`config.mk`:
```
export PLATFORM = sky130hd
export DESIGN_NAME = runctl_unit
export DESIGN_NICKNAME = d
export VERILOG_FILES = /design/src/rtl/runctl_pkg.sv /design/src/rtl/runctl_regs.sv /design/src/rtl/runctl_drain.sv /design/src/rtl/runctl_runstate.sv /design/src/rtl/runctl_unit.sv
export SDC_FILE = /design/constraint.sdc
export NUM_CORES = 1
export LEC_CHECK = 0
export CORE_UTILIZATION = 54
export CTS_CLUSTER_SIZE = 20
export DETAILED_ROUTE_END_ITERATION = 12
export DONT_BUFFER_PORTS = 1
export PLACE_DENSITY_LB_ADDON = 0.15
export SYNTH_ARGS = -nofsm -noshare
export SYNTH_HDL_FRONTEND = slang
export SYNTH_SLANG_ARGS = --single-unit
```
`constraint.sdc`:
```
create_clock -name clk -period 0.9 [get_ports clk]
set_input_delay 0.135 -clock clk [delete_from_list [all_inputs] [get_ports clk]]
set_output_delay 0.135 -clock clk [all_outputs]
set_load 0.02 [all_outputs]
```
`src/rtl/runctl_pkg.sv`:
```
package runctl_pkg;
  localparam int CTL_W    = 32;
  localparam int SRST_BIT = 0;
  localparam int EN_BIT   = 1;
  localparam int RUN_BIT  = 15;
  localparam int ADDR_LSB = 16;
  localparam int ADDR_W   = 16;

  // Assemble the readable control word from its fields.
  function automatic logic [CTL_W-1:0] pack_ctl(input logic srst_n,
                                                input logic en,
                                                input logic run,
                                                input logic [ADDR_W-1:0] addr);
    logic [CTL_W-1:0] w;
    w = '0;
    w[SRST_BIT] = srst_n;
    w[EN_BIT]   = en;
    w[RUN_BIT]  = run;
    w[ADDR_LSB +: ADDR_W] = addr;
    return w;
  endfunction

  // Next enable value: a write wins over a halt instruction.
  function automatic logic next_enable(input logic cur, input logic wr,
                                       input logic wbit, input logic halt);
    logic n;
    n = cur;
    if (halt) n = 1'b0;
    if (wr)   n = wbit;
    return n;
  endfunction
endpackage

```
`src/rtl/runctl_regs.sv`:
```
module runctl_regs
  import runctl_pkg::*;
#(
  parameter int PC_W = 12
) (
  input  logic             clk,
  input  logic             rst_n,
  input  logic             reg_wr,
  input  logic [CTL_W-1:0] reg_wdata,
  input  logic             halt_op,
  output logic             en_q,
  output logic             en_next,
  output logic             srst_q,
  output logic             srst_set,
  output logic [PC_W-1:0]  start_addr
);
  logic unused_wdata;
  assign unused_wdata = ^reg_wdata;

  assign en_next  = next_enable(en_q, reg_wr, reg_wdata[EN_BIT], halt_op);
  assign srst_set = reg_wr && !reg_wdata[SRST_BIT];

  always_ff @(posedge clk or negedge rst_n) begin
    if (!rst_n) begin
      en_q       <= 1'b0;
      srst_q     <= 1'b0;
      start_addr <= '0;
    end else begin
      en_q   <= en_next;
      srst_q <= srst_set;
      if (reg_wr) start_addr <= reg_wdata[ADDR_LSB +: PC_W];
    end
  end
endmodule

```
`src/rtl/runctl_drain.sv`:
```
module runctl_drain (
  input  logic clk,
  input  logic rst_n,
  input  logic en_q,
  input  logic en_next,
  input  logic srst_set,
  input  logic first_done,
  input  logic instr_done,
  output logic drain_q
);
  logic past_first_q;
  logic past_first;
  logic en_fall;
  logic pf_next;
  logic drain_next;

  assign past_first = past_first_q || first_done;
  assign en_fall    = en_q && !en_next;

  always_comb begin
    pf_next = past_first_q;
    if (first_done) pf_next = 1'b1;
    if (instr_done || srst_set) pf_next = 1'b0;
  end

  always_comb begin
    drain_next = drain_q;
    if (srst_set || en_next)                    drain_next = 1'b0;
    else if (en_fall && past_first && !instr_done) drain_next = 1'b1;
    else if (instr_done)                        drain_next = 1'b0;
  end

  always_ff @(posedge clk or negedge rst_n) begin
    if (!rst_n) begin
      past_first_q <= 1'b0;
      drain_q      <= 1'b0;
    end else begin
      past_first_q <= pf_next;
      drain_q      <= drain_next;
    end
  end
endmodule

```
`src/rtl/runctl_runstate.sv`:
```
module runctl_runstate (
  input  logic clk,
  input  logic rst_n,
  input  logic fetch_en,
  input  logic drain_q,
  input  logic mc_busy,
  output logic run_q
);
  always_ff @(posedge clk or negedge rst_n) begin
    if (!rst_n) run_q <= 1'b0;
    else        run_q <= fetch_en || (drain_q && mc_busy);
  end
endmodule

```
`src/rtl/runctl_unit.sv`:
```
module runctl_unit
  import runctl_pkg::*;
#(
  parameter int PC_W = 12
) (
  input  logic             clk,
  input  logic             rst_n,
  input  logic             reg_wr,
  input  logic [31:0]      reg_wdata,
  output logic [31:0]      reg_rdata,
  input  logic             first_done,
  input  logic             mc_busy,
  input  logic             instr_done,
  input  logic             halt_op,
  output logic             fetch_en,
  output logic             core_hold,
  output logic             pc_rst_pulse,
  output logic [PC_W-1:0]  pc_start
);
  logic en_q, en_next, srst_q, srst_set;
  logic drain_active;
  logic run_q;
  logic [PC_W-1:0] start_addr;

  runctl_regs #(.PC_W(PC_W)) regs_i (
    .clk(clk), .rst_n(rst_n), .reg_wr(reg_wr), .reg_wdata(reg_wdata),
    .halt_op(halt_op), .en_q(en_q), .en_next(en_next), .srst_q(srst_q),
    .srst_set(srst_set), .start_addr(start_addr)
  );

  runctl_drain drain_i (
    .clk(clk), .rst_n(rst_n), .en_q(en_q), .en_next(en_next),
    .srst_set(srst_set), .first_done(first_done), .instr_done(instr_done),
    .drain_q(drain_active)
  );

  runctl_runstate run_i (
    .clk(clk), .rst_n(rst_n), .fetch_en(fetch_en), .drain_q(drain_active),
    .mc_busy(mc_busy), .run_q(run_q)
  );

  assign fetch_en     = en_q && !srst_q;
  assign core_hold    = !fetch_en && !drain_active;
  assign pc_rst_pulse = srst_q;
  assign pc_start     = start_addr;
  assign reg_rdata    = pack_ctl(!srst_q, en_q, run_q, ADDR_W'(start_addr));
endmodule

```
==> results of run 1 <==
## how the worst max path moves through the flow
stage / start / endpoint / slack, ns
after floorplan: regs_i.srst_q / core_hold / 0.0004
after global placement: regs_i.en_q / drain_i.drain_q / -0.06
after detailed placement: regs_i.en_q / drain_i.drain_q / -0.06
after CTS: regs_i.srst_q / fetch_en / -0.28
after global routing: regs_i.en_q / fetch_en / -0.34
final: regs_i.srst_q / fetch_en / -0.27
## power breakdown
group / internal (uW) / switching (uW) / total [uW] / leakage (uW)
logic: 341 / 350 / 691 / 0.000424
registers: 832 / 60.3 / 893 / 0.000204
clock network: 165 / 243 / 408 / 0.0000177
## placed cells by master, fill, tap and decap left out, drive strengths merged, types with 2 or more instances in the layout
| master | netlist | layout |
|---|---|---|
| mux2 | 12 | 12 |
| inv | 2 | 2 |
| nor2b | 2 | 2 |
| nor2 | 2 | 2 |
| clkbuf | 0 | 3 |
| o21ai | 2 | 2 |
| dfrtp | 17 | 17 |
| buf | 32 | 26 |
| dlygate4sd3 | 0 | 15 |
| conb | 1 | 17 |
## area by class of cell
cell class	instances	area share, %
clock buffer	3	1.76
clock inverter	1	0.390
inverter	2	0.976
multi-input combinational	40	27.3
sequential	17	33.3
tap	16	1.56
timing repair buffer	42	34.7
## registers in the layout (all words and copies together) (netlist names)
| register | flops |
|---|---|
| run_i.run_q | 1 |
| regs_i.srst_q | 1 |
| regs_i.start_addr | 12 |
| regs_i.en_q | 1 |
| drain_i.past_first_q | 1 |
| drain_i.drain_q | 1 |
## per-stage QoR
step,hold WS [ns],util [%],total power (uW),instance area [um^2]
2_1_floorplan,-0.161,-,1400,1010
3_5_place_dp,-0.160,59.1,1380,921
5_1_grt,-0.0706,82.3,2090,1280
6_report,-0.0452,82.3,1990,1280
4_1_cts,-0.0518,78.2,1960,1220
3_3_place_gp,-0.160,59.1,1370,921
## logic make-up (layout without fill, tap and decap cells)
logic type             after synthesis  after routing  synth area share [%]
muxes                               12             12                  18.4
AOI/OAI and AO/OA                    4              4                  4.79
buffers and inverters               34             48                  26.7
other                                1             17                 0.399
DFF                                 17             17                  45.2
and+or+nand+nor                      7              7                  4.52
## cells in the mapped netlist (all sizes together)
library cell  number
nor2               2
a21o               1
nor2b              2
dfrtp             17
a2111oi            1
nand2b             1
mux2              12
nand2              1
nor3               1
inv                2
conb               1
buf               32
o21ai              2
## layer usage
layer  vias to the layer above  wire (um)  GRT usage, %
li1                        257          -             -
met1                       274        616          22.2
met2                        40        877          33.1
met3                         0        126          6.67
met4                         0          0          8.75
met5                         -          0             0
## worst max-delay path, cell delays in order (launching register included)
cell and delay (ns):
dfrtp_2 0.44, nor2b_4 0.19, buf_12 0.13
## repair_timing
| item | 4_1_cts | 5_1_grt |
|---|---|---|
| hold buffers | 15 | 1 |
| setup buffers | 8 | 2 |
| resized for setup | 17 | 10 |
| setup endpoints to repair | 30 | 55 |
| hold endpoints to repair | 33 | 14 |
| pin swaps | 1 | 1 |
==> results.cfg, run 1 <==
[grt]
grt_max_degree = 18
antenna_found_initial = 0
grt_use_total_pct = 19.6
overflow = 0
grt_pass1_wl_um = 2640
grt_pass1_vias = 571

[cts]
clock_latency_ns = 0.29
cts_buffers = 3
h-tree-depth = 1
clockRootBuffer = clkbuf_4
cts.clk_slew.worst_paths_ns = 0.09
cts_tree = built
clock_path_buffers = 2
cts_num_sinks = 17

[critical_path]
r2r_setup_slack_ns = -0.08
critPathCaptureType = output port
arrival_ns = 1.04
critical_path_class = reg2out
r2r_start = regs_i.en_q
startpoint_type = flop
rr_endpoint = drain_i.drain_q
crit_fanout = 3
required_ns = 0.76
r2r_cells = 3

[final_layout]
post_layout_nonfiller_instances = 121
seq_area_um2 = 427
area_growth_pct = 36.3
nets = 145
drive_above_1_share_pct = 47.6
multiInputGateArea_um2 = 350
diodes = 0
fillers = 89

[timing]
min_period_ns = 1.17
rsz0062_at_grt = true
fin_crit_sh_pct = 130
slew_headroom_pct = 50.3
skew_ns = 0.0103
finalMaxSlewViolations = 0
holdWs_ns = -0.0452
tns_ns = -3.30
setup_viol = 32
tightest_slew_ns = 0.746
hold_viol = 24
clock.fmax_ghz = 0.852
worst_slack_ns = -0.274

[hold_path]
min_path_cells = 1
min_to = regs_i.en_q
hp-start = reg_wr
hold_path_class = in2reg

[floorplan]
core_area_um2 = 1560
dieArea_um2 = 1910
rows = 14
die_w_um = 43.7
start_util_pct = 60.4
ios = 86
die_h_um = 43.7

[placement]
port_buffers = 0
dp_hpwl_um = 973
dpl.cell_count = 91
pre_cts_ws_ns = -0.0643
gp_congestion = 0.652

[detailed_routing]
wl_um = 1620
vias = 571
first_iter_violations = 8
dr.pass1.iters = 9
drt.antenna.violating_nets = 0
viasPerCell = 4.72
drc = 3
wl_per_cell_um = 13.4

[pwr]
p_leak_uw = 0.000645
power.density_nw_per_um2 = 1550
ir_drop_mv = 1.33

[logic_synthesis]
synth_largest_area_cell = dfrtp_1
synthTopCellsByArea = dfrtp_1, buf_4, mux2_4
ys_seq_elements = 17
synth_top_cell_area_share_pct = 45.2
avgSynthCellArea_um2 = 12.5
synth_area_um2 = 941
netlist_instances = 75
synth_warnings = 0
ys_types = 17
synth-seq-area-share_pct = 45.2

[outcome]
status = finished, violations left
violations = DRC, hold timing, setup timing

[run]
cap_violations = 0
Note: power is estimated with default switching activity, not from simulation.
==> inputs of run 2 (changes only) <==
CORE_UTILIZATION = 45   (was 54)
==> run 2 against run 1 <==
  * The run ends with hold timing, setup timing left
  * Highest routed layer is now met4
  * Final cell count increased by 6.6%
  * Critical path type unchanged
  * Critical path depth unchanged
  * Global-route usage decreased by 5.6 points
  * Power decreased by 2.2%
  * Utilization decreased by 17 points
  * Flip-flop and latch count unchanged
  * Via count decreased by 1.9%
  * Wire length decreased by 4.2%
  * Die area increased by 19%
  * Register-to-register slack got worse by 0.06 ns
==> results.cfg, run 2 (synthesis results as in run 1) <==
[detailed_routing]
wl_per_cell_um = 12.0
wl_um = 1550
vias = 560
viasPerCell = 4.34
drc = 0
dr.pass1.iters = 2
first_iter_violations = 2
drt.antenna.violating_nets = 0

[critical_path]
path_cells = nor2b_4 > buf_12
rr_endpoint = drain_i.drain_q
crit_fanout = 3
required_ns = 0.76
arrival_ns = 1.02
slowest_delay_ns = 0.43
critPathCaptureType = output port
cp_slowest_cell = dfrtp_2
r2r_start = regs_i.en_q
r2r_setup_slack_ns = -0.14
critical_path_class = reg2out
r2r_cells = 4
startpoint_type = flop

[placement]
dpl.cell_count = 101
dp_hpwl_um = 896
gp_congestion = 0.576
port_buffers = 0

[final_layout]
fillers = 150
multiInputGateArea_um2 = 362
diodes = 0
area_growth_pct = 35.5
drive_above_1_share_pct = 47.1
final_common_cell = buf_6
seq_area_um2 = 428
final_cell_mix = buf_6, conb_1, dfrtp_1, dlygate4sd3_1, mux2_4
post_layout_nonfiller_instances = 129
largest_reg_flops = 12
largest-register = regs_i.start_addr
nets = 142

[timing]
min_period_ns = 1.16
worst_slack_ns = -0.258
hold_viol = 18
rsz0062_at_grt = true
fin_crit_sh_pct = 129
skew_ns = 0.00308
slew_headroom_pct = 50.0
setup_viol = 30
clock.fmax_ghz = 0.864
finalMaxSlewViolations = 0
holdWs_ns = -0.0581
tightest_slew_ns = 0.750

[pwr]
power.density_nw_per_um2 = 1530
finalPower_uw = 1950
p_leak_uw = 0.000626
ir_drop_mv = 0.943

[cts]
hold_buffers = 16
clock_path_buffers = 2
clock_latency_ns = 0.28
h-tree-depth = 1
cts_num_sinks = 17
clockRootBuffer = clkbuf_4
cts.clk_slew.worst_paths_ns = 0.09
cts_buffers = 3
cts_tree = built

[grt]
antenna_found_initial = 0
grt_pass1_vias = 469
grt_pass1_wl_um = 2040
overflow = 0
grt_max_degree = 18
grt_use_total_pct = 13.9

[outcome]
status = finished, violations left
violations = hold timing, setup timing

[floorplan]
die_w_um = 47.7
core_area_um2 = 1960
start_util_pct = 48.0
dieArea_um2 = 2280
die_h_um = 47.7
rows = 16
ios = 86

[hold_path]
hold_path_class = in2reg
hp-start = reg_wr
min_path_cells = 1
min_to = regs_i.en_q

[run]
cap_violations = 0
==> run 2: worst max path at each step <==
stage	from	to	slack (ns)	cells past startpoint
after global placement	regs_i.en_q	drain_i.drain_q	-0.03	2
after CTS	regs_i.srst_q	fetch_en	-0.28	2
final	regs_i.srst_q	fetch_en	-0.26	2
after global routing	regs_i.en_q	fetch_en	-0.31	2
after detailed placement	regs_i.en_q	drain_i.drain_q	-0.04	2
after floorplan	regs_i.srst_q	core_hold	0.0004	2
==> run 2: routing by layer <==
metal	share of wire (%)	GRT usage (%)	wire [um]
met1	34	15.0	522
met2	57	23.0	885
met3	8.4	5.66	131
met4	0.64	8.33	10
met5	0	0	0
==> run 2: through the flow <==
step / setup TNS, ns / setup slack [ns] / utilization [%] / cell area, um^2
2_1_floorplan: 0 / 0.000400 / - / 1010
3_3_place_gp: -0.0336 / -0.0336 / 47.3 / 927
3_5_place_dp: -0.0430 / -0.0430 / 47.3 / 927
4_1_cts: -3.17 / -0.276 / 63.1 / 1240
5_1_grt: -4.29 / -0.315 / 65.0 / 1270
6_report: -2.91 / -0.258 / 65.0 / 1270
==> run 2: final cells by class <==
| type | instances | area share (%) |
|---|---|---|
| well taps | 27 | 2.65 |
| clock buffers | 4 | 2.06 |
| inverters | 2 | 0.785 |
| multi-input cells | 40 | 28.4 |
| flip-flops and latches | 17 | 33.6 |
| repair buffers | 39 | 32.6 |
==> run 2: what timing repair did <==
item                       CTS  global route
setup endpoints to repair   30            51
resized for setup           22             5
hold endpoints to repair    34            11
buffers inserted             5             3
gates cloned                 0             0
pin swaps                    2             1
==> run 2: power breakdown <==
group / switching, uW / internal (uW)
Sequential: 59.1 / 833
Combinational: 345 / 323
Clock: 216 / 172
==> run 2: critical path, delay by kind of cell (launching register included) <==
| kind | cells | cell delay (ns) |
|---|---|---|
| simple gates | 1 | 0.18 |
| buf+inv | 1 | 0.13 |
| flops | 1 | 0.43 |
==> inputs of run 3 (changes only) <==
==> constraint.sdc (replaced) <==
create_clock -name clk -period 0.9 [get_ports clk]
set_input_delay 0.18 -clock clk [delete_from_list [all_inputs] [get_ports clk]]
set_output_delay 0.18 -clock clk [all_outputs]
set_load 0.02 [all_outputs]
==> run 3 against run 2 <==
  * The run ends with setup timing left
  * Clock-buffer cell count stayed put
  * First-iteration DRC count up 100%
  * Combinational power shrank 5.1%
  * Critical path type unchanged
  * Critical endpoint unchanged
  * Largest power group unchanged
  * Highest routed layer unchanged
==> results.cfg, run 3 (synthesis results as in run 1) <==
[outcome]
status = finished, violations left
violations = setup timing

[critical_path]
r2r_start = regs_i.en_q
crit_fanout = 3
path_cells = nor2b_4 > buf_12
path_delay_family = flip-flops
arrival_ns = 1.03
required_ns = 0.72
critical_path_class = reg2out
startpoint_type = flop
path_buf_inv = 1
setup.worst_path.start = regs_i.srst_q
critPathCaptureType = output port
cp_slowest_cell = dfrtp_2
r2r_setup_slack_ns = -0.15
slowest_delay_ns = 0.43

[timing]
fin_crit_sh_pct = 134
clock.fmax_ghz = 0.829
slew_headroom_pct = 47.7
tightest_slew_ns = 0.784
rsz0062_at_grt = true
finalMaxSlewViolations = 0
worst_slack_ns = -0.306
setup_viol = 31
skew_ns = 0.000435
min_period_ns = 1.21
hold_viol = 0

[floorplan]
core_area_um2 = 1960
dieArea_um2 = 2280
ios = 86
rows = 16
die_h_um = 47.7
die_w_um = 47.7
start_util_pct = 48.0

[pwr]
sw_frac_of_total_pct = 32.0
power.density_nw_per_um2 = 1650
sequentialPowerShare_pct = 46.6
pwr-share-clk_pct = 20.1
internal_power_uw = 1300
p_switching_uw = 610
p_comb_share_pct = 33.2
p_leak_uw = 0.000580
finalPower_uw = 1910
ir_drop_mv = 0.843

[run]
cap_violations = 0

[cts]
cts_num_sinks = 17
cts_buffers = 3
clockRootBuffer = clkbuf_4
cts.clk_slew.worst_paths_ns = 0.09
clock_path_buffers = 2
cts_tree = built
h-tree-depth = 1
clock_latency_ns = 0.27

[final_layout]
drive_above_1_share_pct = 53.8
diodes = 0
largest_reg_flops = 12
nets = 131
post_layout_nonfiller_instances = 118
final_cell_mix = conb_1, buf_6, dfrtp_1
area_growth_pct = 23.1
largest-register = regs_i.start_addr

[detailed_routing]
drc = 0
viasPerCell = 4.34
dr.pass1.iters = 2
vias = 512
drt.antenna.violating_nets = 0
wl_per_cell_um = 13.0
wl_um = 1530
first_iter_violations = 4

[grt]
grt_pass1_vias = 451
antenna_found_initial = 0
grt_max_degree = 18
grt_use_total_pct = 13.3
grt_pass1_wl_um = 2020
overflow = 0

[placement]
gp_congestion = 0.641
dpl.cell_count = 102
dp_hpwl_um = 951
port_buffers = 0

[hold_path]
hold_path_class = in2reg
hp-start = mc_busy
[run 3: cell types whose count changed in the layout (fill, tap and decap cells not counted), sizes merged]
cell | before | now
dlygate4sd3 | 15 | 3
buf | 23 | 24
[run 3: path summary, 6_finish.rpt]
path | end | cells after the start
worst max-delay path | fetch_en | 2
worst min-delay path | run_i.run_q | 1
worst max register to register | drain_i.drain_q | 3
worst min register to register | regs_i.start_addr[11] | 1
max in group asynchronous | regs_i.srst_q | 1
min in group asynchronous | regs_i.start_addr[8] | 1
[run 3: stage by stage]
step / area [um^2] / util [%] / setup slack (ns) / setup TNS, ns / hold slack [ns]
after floorplan: 1020 / - / -0.0380 / -0.0380 / -0.116
after global placement: 940 / 47.9 / -0.0475 / -0.0663 / -0.115
after detailed placement: 940 / 47.9 / -0.0498 / -0.0781 / -0.115
after CTS: 1110 / 56.8 / -0.323 / -5.10 / 0.00513
after global routing: 1160 / 59.1 / -0.340 / -5.27 / 0.0170
final: 1160 / 59.1 / -0.306 / -4.07 / 0.0217
[run 3: layout make-up]
type                    count  area, um^2
inverters                   2        10.0
repair buffers             28         299
well taps                  27        33.8
multi-input cells          40         362
flip-flops and latches     17         428
fillers                   175         803
clock buffers               4        26.3
[run 3: worst reg2reg max path, delay by kind of cell, from the launching register on]
family                 cells  cell delay, ns
buffers and inverters      1            0.16
AO/OA/AOI/OAI              2            0.41
flip-flops                 1            0.39
[run 3: repair_timing]
action                                 CTS  global route
setup buffers                            6             2
resized for setup                       18             7
setup endpoints to repair               31            54
hold buffers                             4             0
endpoints found under the hold margin   21             0
pin swaps                                1             0
[run 3: power groups by stage]
stage          Combinational, uW  Sequential, uW  Clock [uW]
6_report                     634             890         384
5_1_grt                      678             898         431
4_1_cts                      603             886         417
3_5_place_dp                 486             893           0
3_3_place_gp                 485             890           0
2_1_floorplan                439             965           0
[run 3: layer usage]
metal	track usage (%)	vias up	routed length [um]
met5	0	-	0
met4	5.56	0	8
met3	3.77	2	142
met2	21.6	36	820
met1	16.6	246	557
li1	-	228	-
